===== config.mk =====
export PLATFORM = sky130hd
export DESIGN_NAME = pgchain_xlat
export DESIGN_NICKNAME = d
export VERILOG_FILES = /design/src/rtl/pgx_pkg.sv /design/src/rtl/pgx_cfg.sv /design/src/rtl/pgx_index.sv /design/src/rtl/pgx_walk.sv /design/src/rtl/pgchain_xlat.sv
export SDC_FILE = /design/constraint.sdc
export NUM_CORES = 1
export LEC_CHECK = 0
export ABC_AREA = 1
export BUFFER_PORTS_ARGS = -buffer_cell sky130_fd_sc_hd__buf_2
export CORE_MARGIN = 2
export CORE_UTILIZATION = 55
export DETAILED_ROUTE_END_ITERATION = 10
export PLACE_DENSITY = 0.76
export SYNTH_ARGS = -nofsm -noshare
export SYNTH_HDL_FRONTEND = slang
export SYNTH_SLANG_ARGS = --single-unit

===== constraint.sdc =====
create_clock -name clk -period 4.65 [get_ports clk]
set_input_delay 0.6975 -clock clk [delete_from_list [all_inputs] [get_ports clk]]
set_output_delay 0.6975 -clock clk [all_outputs]
set_load 0.03 [all_outputs]

===== src/rtl/pgx_pkg.sv =====
package pgx_pkg;
  localparam int PAGE_SH  = 12;
  localparam int WIN_SH   = 20;
  localparam int ENT_SH   = 3;
  localparam int IDX_PREV = 510;
  localparam int IDX_NEXT = 511;

  typedef enum logic [1:0] {
    SEL_CTRL  = 2'd0,
    SEL_MODE  = 2'd1,
    SEL_TBASE = 2'd2,
    SEL_IBASE = 2'd3
  } cfg_sel_e;

  typedef enum logic [2:0] {
    W_IDLE, W_LOOK, W_FETCH, W_WAIT, W_OUT
  } walk_st_e;

  typedef enum logic [1:0] {
    F_DATA, F_NEXT, F_PREV
  } fetch_kind_e;
endpackage


===== src/rtl/pgx_cfg.sv =====
module pgx_cfg import pgx_pkg::*; #(
  parameter int AW = 40
) (
  input  logic          clk,
  input  logic          rst_n,
  input  logic          wr,
  input  logic [1:0]    sel,
  input  logic [AW-1:0] wdata,
  input  logic          walk_idle,
  output logic          en,
  output logic          xlat_mode,
  output logic [AW-1:0] tbase,
  output logic [AW-1:0] ibase,
  output logic          load_cur,
  output logic          err
);
  logic is_ctrl, stop_req, open_ok, accept;
  logic unused_wbits;

  assign unused_wbits = ^wdata[PAGE_SH-1:1];

  always_comb begin
    is_ctrl  = (sel == SEL_CTRL);
    stop_req = is_ctrl && !wdata[0];
    open_ok  = !en && walk_idle;
    accept   = wr && (stop_req || open_ok);
    load_cur = accept && is_ctrl && wdata[0];
  end

  always_ff @(posedge clk) begin
    if (!rst_n) begin
      en        <= 1'b0;
      xlat_mode <= 1'b0;
      tbase     <= '0;
      ibase     <= '0;
      err       <= 1'b0;
    end else begin
      err <= wr && !accept;
      if (accept) begin
        case (cfg_sel_e'(sel))
          SEL_CTRL:  en        <= wdata[0];
          SEL_MODE:  xlat_mode <= wdata[0];
          SEL_TBASE: tbase     <= {wdata[AW-1:PAGE_SH], {PAGE_SH{1'b0}}};
          SEL_IBASE: ibase     <= {wdata[AW-1:WIN_SH], {WIN_SH{1'b0}}};
          default:   en        <= en;
        endcase
      end
    end
  end
endmodule


===== src/rtl/pgx_index.sv =====
module pgx_index import pgx_pkg::*; #(
  parameter int AW = 40
) (
  input  logic [AW-1:0]             addr,
  input  logic [AW-1:0]             ibase,
  output logic                      below,
  output logic [AW-WIN_SH-1:0]      tidx,
  output logic [WIN_SH-PAGE_SH-1:0] eidx
);
  logic [AW-1:0] diff;
  logic          unused_low;

  assign diff       = addr - ibase;
  assign below      = addr < ibase;
  assign tidx       = diff[AW-1:WIN_SH];
  assign eidx       = diff[WIN_SH-1:PAGE_SH];
  assign unused_low = ^diff[PAGE_SH-1:0];
endmodule


===== src/rtl/pgx_walk.sv =====
module pgx_walk import pgx_pkg::*; #(
  parameter int AW = 40
) (
  input  logic          clk,
  input  logic          rst_n,
  input  logic          en,
  input  logic          xlat_mode,
  input  logic [AW-1:0] tbase,
  input  logic [AW-1:0] ibase,
  input  logic          load_cur,
  input  logic          in_valid,
  output logic          in_ready,
  input  logic [AW-1:0] in_addr,
  output logic          out_valid,
  input  logic          out_ready,
  output logic [AW-1:0] out_addr,
  output logic          out_fault,
  output logic          mem_rd_valid,
  input  logic          mem_rd_ready,
  output logic [AW-1:0] mem_rd_addr,
  input  logic          mem_rsp_valid,
  input  logic [63:0]   mem_rsp_data,
  output logic          walk_idle
);
  localparam int TW = AW - WIN_SH;
  localparam int EW = WIN_SH - PAGE_SH;
  localparam logic [AW-1:0] OFF_PREV = AW'(IDX_PREV << ENT_SH);
  localparam logic [AW-1:0] OFF_NEXT = AW'(IDX_NEXT << ENT_SH);

  walk_st_e      st;
  fetch_kind_e   kind;
  logic [AW-1:0] req_addr, cur_tab, wk_tab, maddr, oaddr;
  logic [TW-1:0] cur_win, wk_win, tidx;
  logic [EW-1:0] eidx;
  logic          ofault, below;
  logic [AW-1:0] ent_page, data_off;
  logic          ent_ok;
  logic          unused_rsp;

  pgx_index #(.AW(AW)) u_index (
    .addr  (req_addr),
    .ibase (ibase),
    .below (below),
    .tidx  (tidx),
    .eidx  (eidx)
  );

  assign ent_page   = {mem_rsp_data[AW-1:PAGE_SH], {PAGE_SH{1'b0}}};
  assign ent_ok     = mem_rsp_data[0];
  assign unused_rsp = ^{mem_rsp_data[63:AW], mem_rsp_data[PAGE_SH-1:1]};
  assign data_off   = {{(AW-EW-ENT_SH){1'b0}}, eidx, {ENT_SH{1'b0}}};

  assign in_ready     = en && (st == W_IDLE);
  assign out_valid    = (st == W_OUT);
  assign out_addr     = oaddr;
  assign out_fault    = ofault;
  assign mem_rd_valid = (st == W_FETCH);
  assign mem_rd_addr  = maddr;
  assign walk_idle    = (st == W_IDLE) || (st == W_OUT);

  always_ff @(posedge clk) begin
    if (!rst_n) begin
      st       <= W_IDLE;
      kind     <= F_DATA;
      req_addr <= '0;
      cur_tab  <= '0;
      cur_win  <= '0;
      wk_tab   <= '0;
      wk_win   <= '0;
      maddr    <= '0;
      oaddr    <= '0;
      ofault   <= 1'b0;
    end else begin
      if (load_cur) begin
        cur_tab <= tbase;
        cur_win <= '0;
      end
      case (st)
        W_IDLE: begin
          if (in_valid && in_ready) begin
            req_addr <= in_addr;
            if (xlat_mode) begin
              wk_tab <= cur_tab;
              wk_win <= cur_win;
              st     <= W_LOOK;
            end else begin
              oaddr  <= in_addr;
              ofault <= 1'b0;
              st     <= W_OUT;
            end
          end
        end
        W_LOOK: begin
          if (below) begin
            oaddr  <= '0;
            ofault <= 1'b1;
            st     <= W_OUT;
          end else begin
            if (tidx == wk_win) begin
              maddr <= wk_tab + data_off;
              kind  <= F_DATA;
            end else if (tidx > wk_win) begin
              maddr <= wk_tab + OFF_NEXT;
              kind  <= F_NEXT;
            end else begin
              maddr <= wk_tab + OFF_PREV;
              kind  <= F_PREV;
            end
            st <= W_FETCH;
          end
        end
        W_FETCH: begin
          if (mem_rd_ready) st <= W_WAIT;
        end
        W_WAIT: begin
          if (mem_rsp_valid) begin
            if (!ent_ok) begin
              oaddr  <= '0;
              ofault <= 1'b1;
              st     <= W_OUT;
            end else begin
              case (kind)
                F_DATA: begin
                  oaddr   <= {mem_rsp_data[AW-1:PAGE_SH], req_addr[PAGE_SH-1:0]};
                  ofault  <= 1'b0;
                  cur_tab <= wk_tab;
                  cur_win <= wk_win;
                  st      <= W_OUT;
                end
                F_NEXT: begin
                  wk_tab <= ent_page;
                  wk_win <= wk_win + TW'(1);
                  st     <= W_LOOK;
                end
                F_PREV: begin
                  wk_tab <= ent_page;
                  wk_win <= wk_win - TW'(1);
                  st     <= W_LOOK;
                end
                default: st <= W_IDLE;
              endcase
            end
          end
        end
        W_OUT: begin
          if (out_ready) st <= W_IDLE;
        end
        default: st <= W_IDLE;
      endcase
    end
  end
endmodule


===== src/rtl/pgchain_xlat.sv =====
module pgchain_xlat import pgx_pkg::*; #(
  parameter int AW = 40
) (
  input  logic          clk,
  input  logic          rst_n,
  input  logic          cfg_wr,
  input  logic [1:0]    cfg_sel,
  input  logic [AW-1:0] cfg_wdata,
  output logic          cfg_err,
  output logic          st_enabled,
  output logic          st_ready,
  input  logic          in_valid,
  output logic          in_ready,
  input  logic [AW-1:0] in_addr,
  output logic          out_valid,
  input  logic          out_ready,
  output logic [AW-1:0] out_addr,
  output logic          out_fault,
  output logic          mem_rd_valid,
  input  logic          mem_rd_ready,
  output logic [AW-1:0] mem_rd_addr,
  input  logic          mem_rsp_valid,
  input  logic [63:0]   mem_rsp_data
);
  logic          en, xlat_mode, load_cur, walk_idle;
  logic [AW-1:0] tbase, ibase;

  pgx_cfg #(.AW(AW)) u_cfg (
    .clk       (clk),
    .rst_n     (rst_n),
    .wr        (cfg_wr),
    .sel       (cfg_sel),
    .wdata     (cfg_wdata),
    .walk_idle (walk_idle),
    .en        (en),
    .xlat_mode (xlat_mode),
    .tbase     (tbase),
    .ibase     (ibase),
    .load_cur  (load_cur),
    .err       (cfg_err)
  );

  pgx_walk #(.AW(AW)) u_walk (
    .clk           (clk),
    .rst_n         (rst_n),
    .en            (en),
    .xlat_mode     (xlat_mode),
    .tbase         (tbase),
    .ibase         (ibase),
    .load_cur      (load_cur),
    .in_valid      (in_valid),
    .in_ready      (in_ready),
    .in_addr       (in_addr),
    .out_valid     (out_valid),
    .out_ready     (out_ready),
    .out_addr      (out_addr),
    .out_fault     (out_fault),
    .mem_rd_valid  (mem_rd_valid),
    .mem_rd_ready  (mem_rd_ready),
    .mem_rd_addr   (mem_rd_addr),
    .mem_rsp_valid (mem_rsp_valid),
    .mem_rsp_data  (mem_rsp_data),
    .walk_idle     (walk_idle)
  );

  assign st_enabled = en;
  assign st_ready   = walk_idle;
endmodule


==> reports/results.tsv <==
stage	metric	value	unit
critical_path	cp-end-kind	register	
layout	nNetsFinal	3173	
die	io_pins	240	
sta	finClkSkew	0.0196	ns
synthesis	synth_top_family_by_area	simple AND/OR/NAND/NOR gates	
global_routing	grt_usage	0.360	
synthesis	synth_compound_area_frac	0.189	
synthesis	synthDistinctLibCells	52	
power	finalPower	6450	uW
job	maxCapViolations	0	
synthesis	syn-num-nets	3067	
sta	fmax	236	MHz
die	die_height	188	um
critical_path	critPathMaxStageDelay	0.37	ns
clock_network	post_cts_buffers	0	
power	p_leak	0.00963	uW
placed_design	io_buffers	193	
critical_path	cp.required	5.14	ns
drt	drt_iter0_markers	1703	
synthesis	synth_edf_count	0	
synthesis	synthArstFlopShare	0	
clock_network	clkTransAtPathRegs	0.06	ns
global_routing	use_met2	0.589	
sta	period_share	0.912	
hold_path	hold_path_class	input pin to register	
critical_path	worstPathMaxFanout	34	
synthesis	synth_cells	2839	
clock_network	h-tree-depth	2	
die	std_cell_rows	67	
clock_network	numCtsBuffers	34	
synthesis	postSynthAreaPerCell	6.54	sq um
clock_network	insertion_delay	0.56	ns
global_routing	gr-usage-met3	0.0415	
clock_network	clock-sinks	297	
critical_path	critPathSlowestCell	ha_1	
sta	tightest_slew	1.20	ns
layout	area_growth	12.3	%
layout	fin_cells	3420	
synthesis	ys_top_cells_by_area	dfxtp_1 32%, nand2_1 15%, a21oi_1 6.2%, o21ai_0 6.0%, inv_1 5.5%	
synthesis	syn_area	18600	sq um
synthesis	synth_area_leader_cell	dfxtp_1	
sta	hold_violations	0	
drt	via_per_inst	5.65	
sta	drv_slew	0	
drt	drt-total-wl	64100	um
synthesis	synth_top_area_frac	0.320	
critical_path	worstSetupPathType	register to register	
critical_path	worst_path_most_repeated_cell	nand2_1	
placed_design	finalWeightedCongestion	0.992	
global_routing	grt_pass1_vias	18300	
clock_network	cts.path.max_buffers	3	
global_routing	grt_pass1_wl	99600	um
sta	period_minus_slack	4.24	ns
global_routing	use_met1	0.460	
drt	drc_errors	0	
critical_path	worstSetupStartpointType	register	
clock_network	root_buffer	clkbuf_16	
drt	vias	19300	
sta	relSlewSlack	0.198	
placed_design	dp.cells	3357	
clock_network	hold_buffers	0	
power	irDropWorstVdd	0.000265	V
synthesis	synth_xor_area_frac	0.0424	
power	powerDensity	309	nW/um^2
global_routing	grt_max_degree	107	
layout	final_common_cell	nand2_1	
placed_design	place_hpwl	47900	um
synthesis	muxShareOfSynthArea	0	
sta	rsz0062_at_grt	no	
synthesis	yosys.area_share.simple	0.298	
layout	mostFrequentLayoutCells	763 x nand2_1, 297 x dfxtp_1, 272 x inv_1	
critical_path	path_buf_inv	4	
placed_design	dpl_cell_area	19600	sq um
critical_path	path_delay_family	simple AND/OR/NAND/NOR gates	
synthesis	seq_area_frac_synth	0.320	
sta	finalSetupViolCount	0	
layout	fin_area	20800	sq um
run_status	status	complete, no violations	
layout	drive_above_1_share	0.126	
clock_network	cts_tree	built	
die	start_util	0.557	
global_routing	busiest_layer	met2	
die	die_x	188	um
critical_path	crit_arrival	4.73	ns
clock_network	ctsResizeCount	0	
global_routing	overflow	0	
drt	wl_per_cell	18.7	um
sta	fin_tns_setup	0	ns
synthesis	synthAdderAreaFrac	0.0517	
synthesis	synth_warnings	0	
die	design.die.area	35200	sq um
synthesis	synthFlopType	dfxtp_1	
synthesis	ys_ff_latch	297	
die	core	33400	sq um
drt	ant_nets	0	
global_routing	antenna_found_initial	3	
drt	drtPass1Iterations	6	
==> cell usage after synthesis (all sizes together) (19+ instances only) <==
cell and instances:
nand2 779, a211oi 36, nor2 305, dfxtp 297, nand3 171, clkbuf 85
inv 292, nand4 19, o21ai 278, buf 63, ha 72, a21oi 231
xor2 81, a31oi 34, o211ai 33
==> logic make-up after synthesis <==
logic type | after synthesis
compound gates | 637
buf+inv | 444
flops | 297
fa+ha+maj | 75
xor+xnor | 90
simple gates | 1296
==> final timing paths <==
path                            cells past startpoint  slack (ns)          startpoint                     end
worst max-delay path                               26        0.41     u_cfg.ibase[31]  u_walk.mem_rd_addr[34]
worst min-delay path                                3        0.43       cfg_wdata[18]         u_cfg.tbase[18]
worst max register to register                     26        0.41     u_cfg.ibase[31]  u_walk.mem_rd_addr[34]
worst min register to register                      2        0.45  u_walk.req_addr[6]      u_walk.req_addr[6]
==> worst register-to-register path: stages, from the launching register on <==
cell and delay [ns]:
dfxtp_1 0.31, inv_1 0.05, ha_1 0.37, a21o_1 0.20, a31oi_1 0.16, nand2_1 0.12, a21oi_1 0.28, o21ai_0 0.20
a21oi_1 0.22, inv_1 0.06, nand2_1 0.05, nand2_1 0.06, ha_1 0.27, nand2_1 0.08, nor2_2 0.15, nand2_1 0.12
nor2_2 0.19, o21ai_2 0.09, nand3_2 0.18, nand2_4 0.10, inv_4 0.34, nand2_1 0.11, nand2_1 0.07, nand2_1 0.05
nand3_1 0.19, nand2_1 0.09, inv_1 0.06
==> area by class of cell <==
type / count / area (sq um)
fill: 3269 / 12500
multi-input combinational: 2098 / 10800
sequential: 297 / 5950
timing repair buffer: 218 / 1180
inverter: 296 / 1120
clock buffer: 45 / 983
tap: 448 / 561
clock inverter: 16 / 241
antenna: 2 / 5.00
==> per-stage QoR <==
step | setup slack (ns) | utilization | hold WS (ns)
finish | 0.410 | 0.625 | 0.426
global placement | 0.627 | 0.588 | 0.435
detailed placement | 0.582 | 0.588 | 0.442
floorplan | 1.32 | - | 0.425
CTS | 0.537 | 0.625 | 0.408
global route | 0.0767 | 0.625 | 0.437
==> layer usage <==
layer	vias up	part of all wire
met5	-	0.00014
met4	2	0.059
li1	9425	-
met2	767	0.45
met1	8978	0.42
met3	167	0.063
==> report_power, final <==
part / switching, uW / internal, uW / leakage [uW]
Clock: 1130 / 1820 / 0.000598
Combinational: 594 / 265 / 0.00663
Sequential: 29.3 / 2600 / 0.00240
==> sequential cells by signal, indices dropped and copies added, names as in the netlist, 2 cells and up <==
register / flops
u_walk.wk_tab: 40
u_walk.wk_win: 20
u_walk.st: 3
u_walk.kind: 2
u_walk.out_addr: 40
u_walk.mem_rd_addr: 40
u_walk.cur_win: 20
u_walk.cur_tab: 40
u_walk.req_addr: 40
u_cfg.ibase: 20
u_cfg.tbase: 28
No activity file was read; power rests on OpenSTA's default activity.
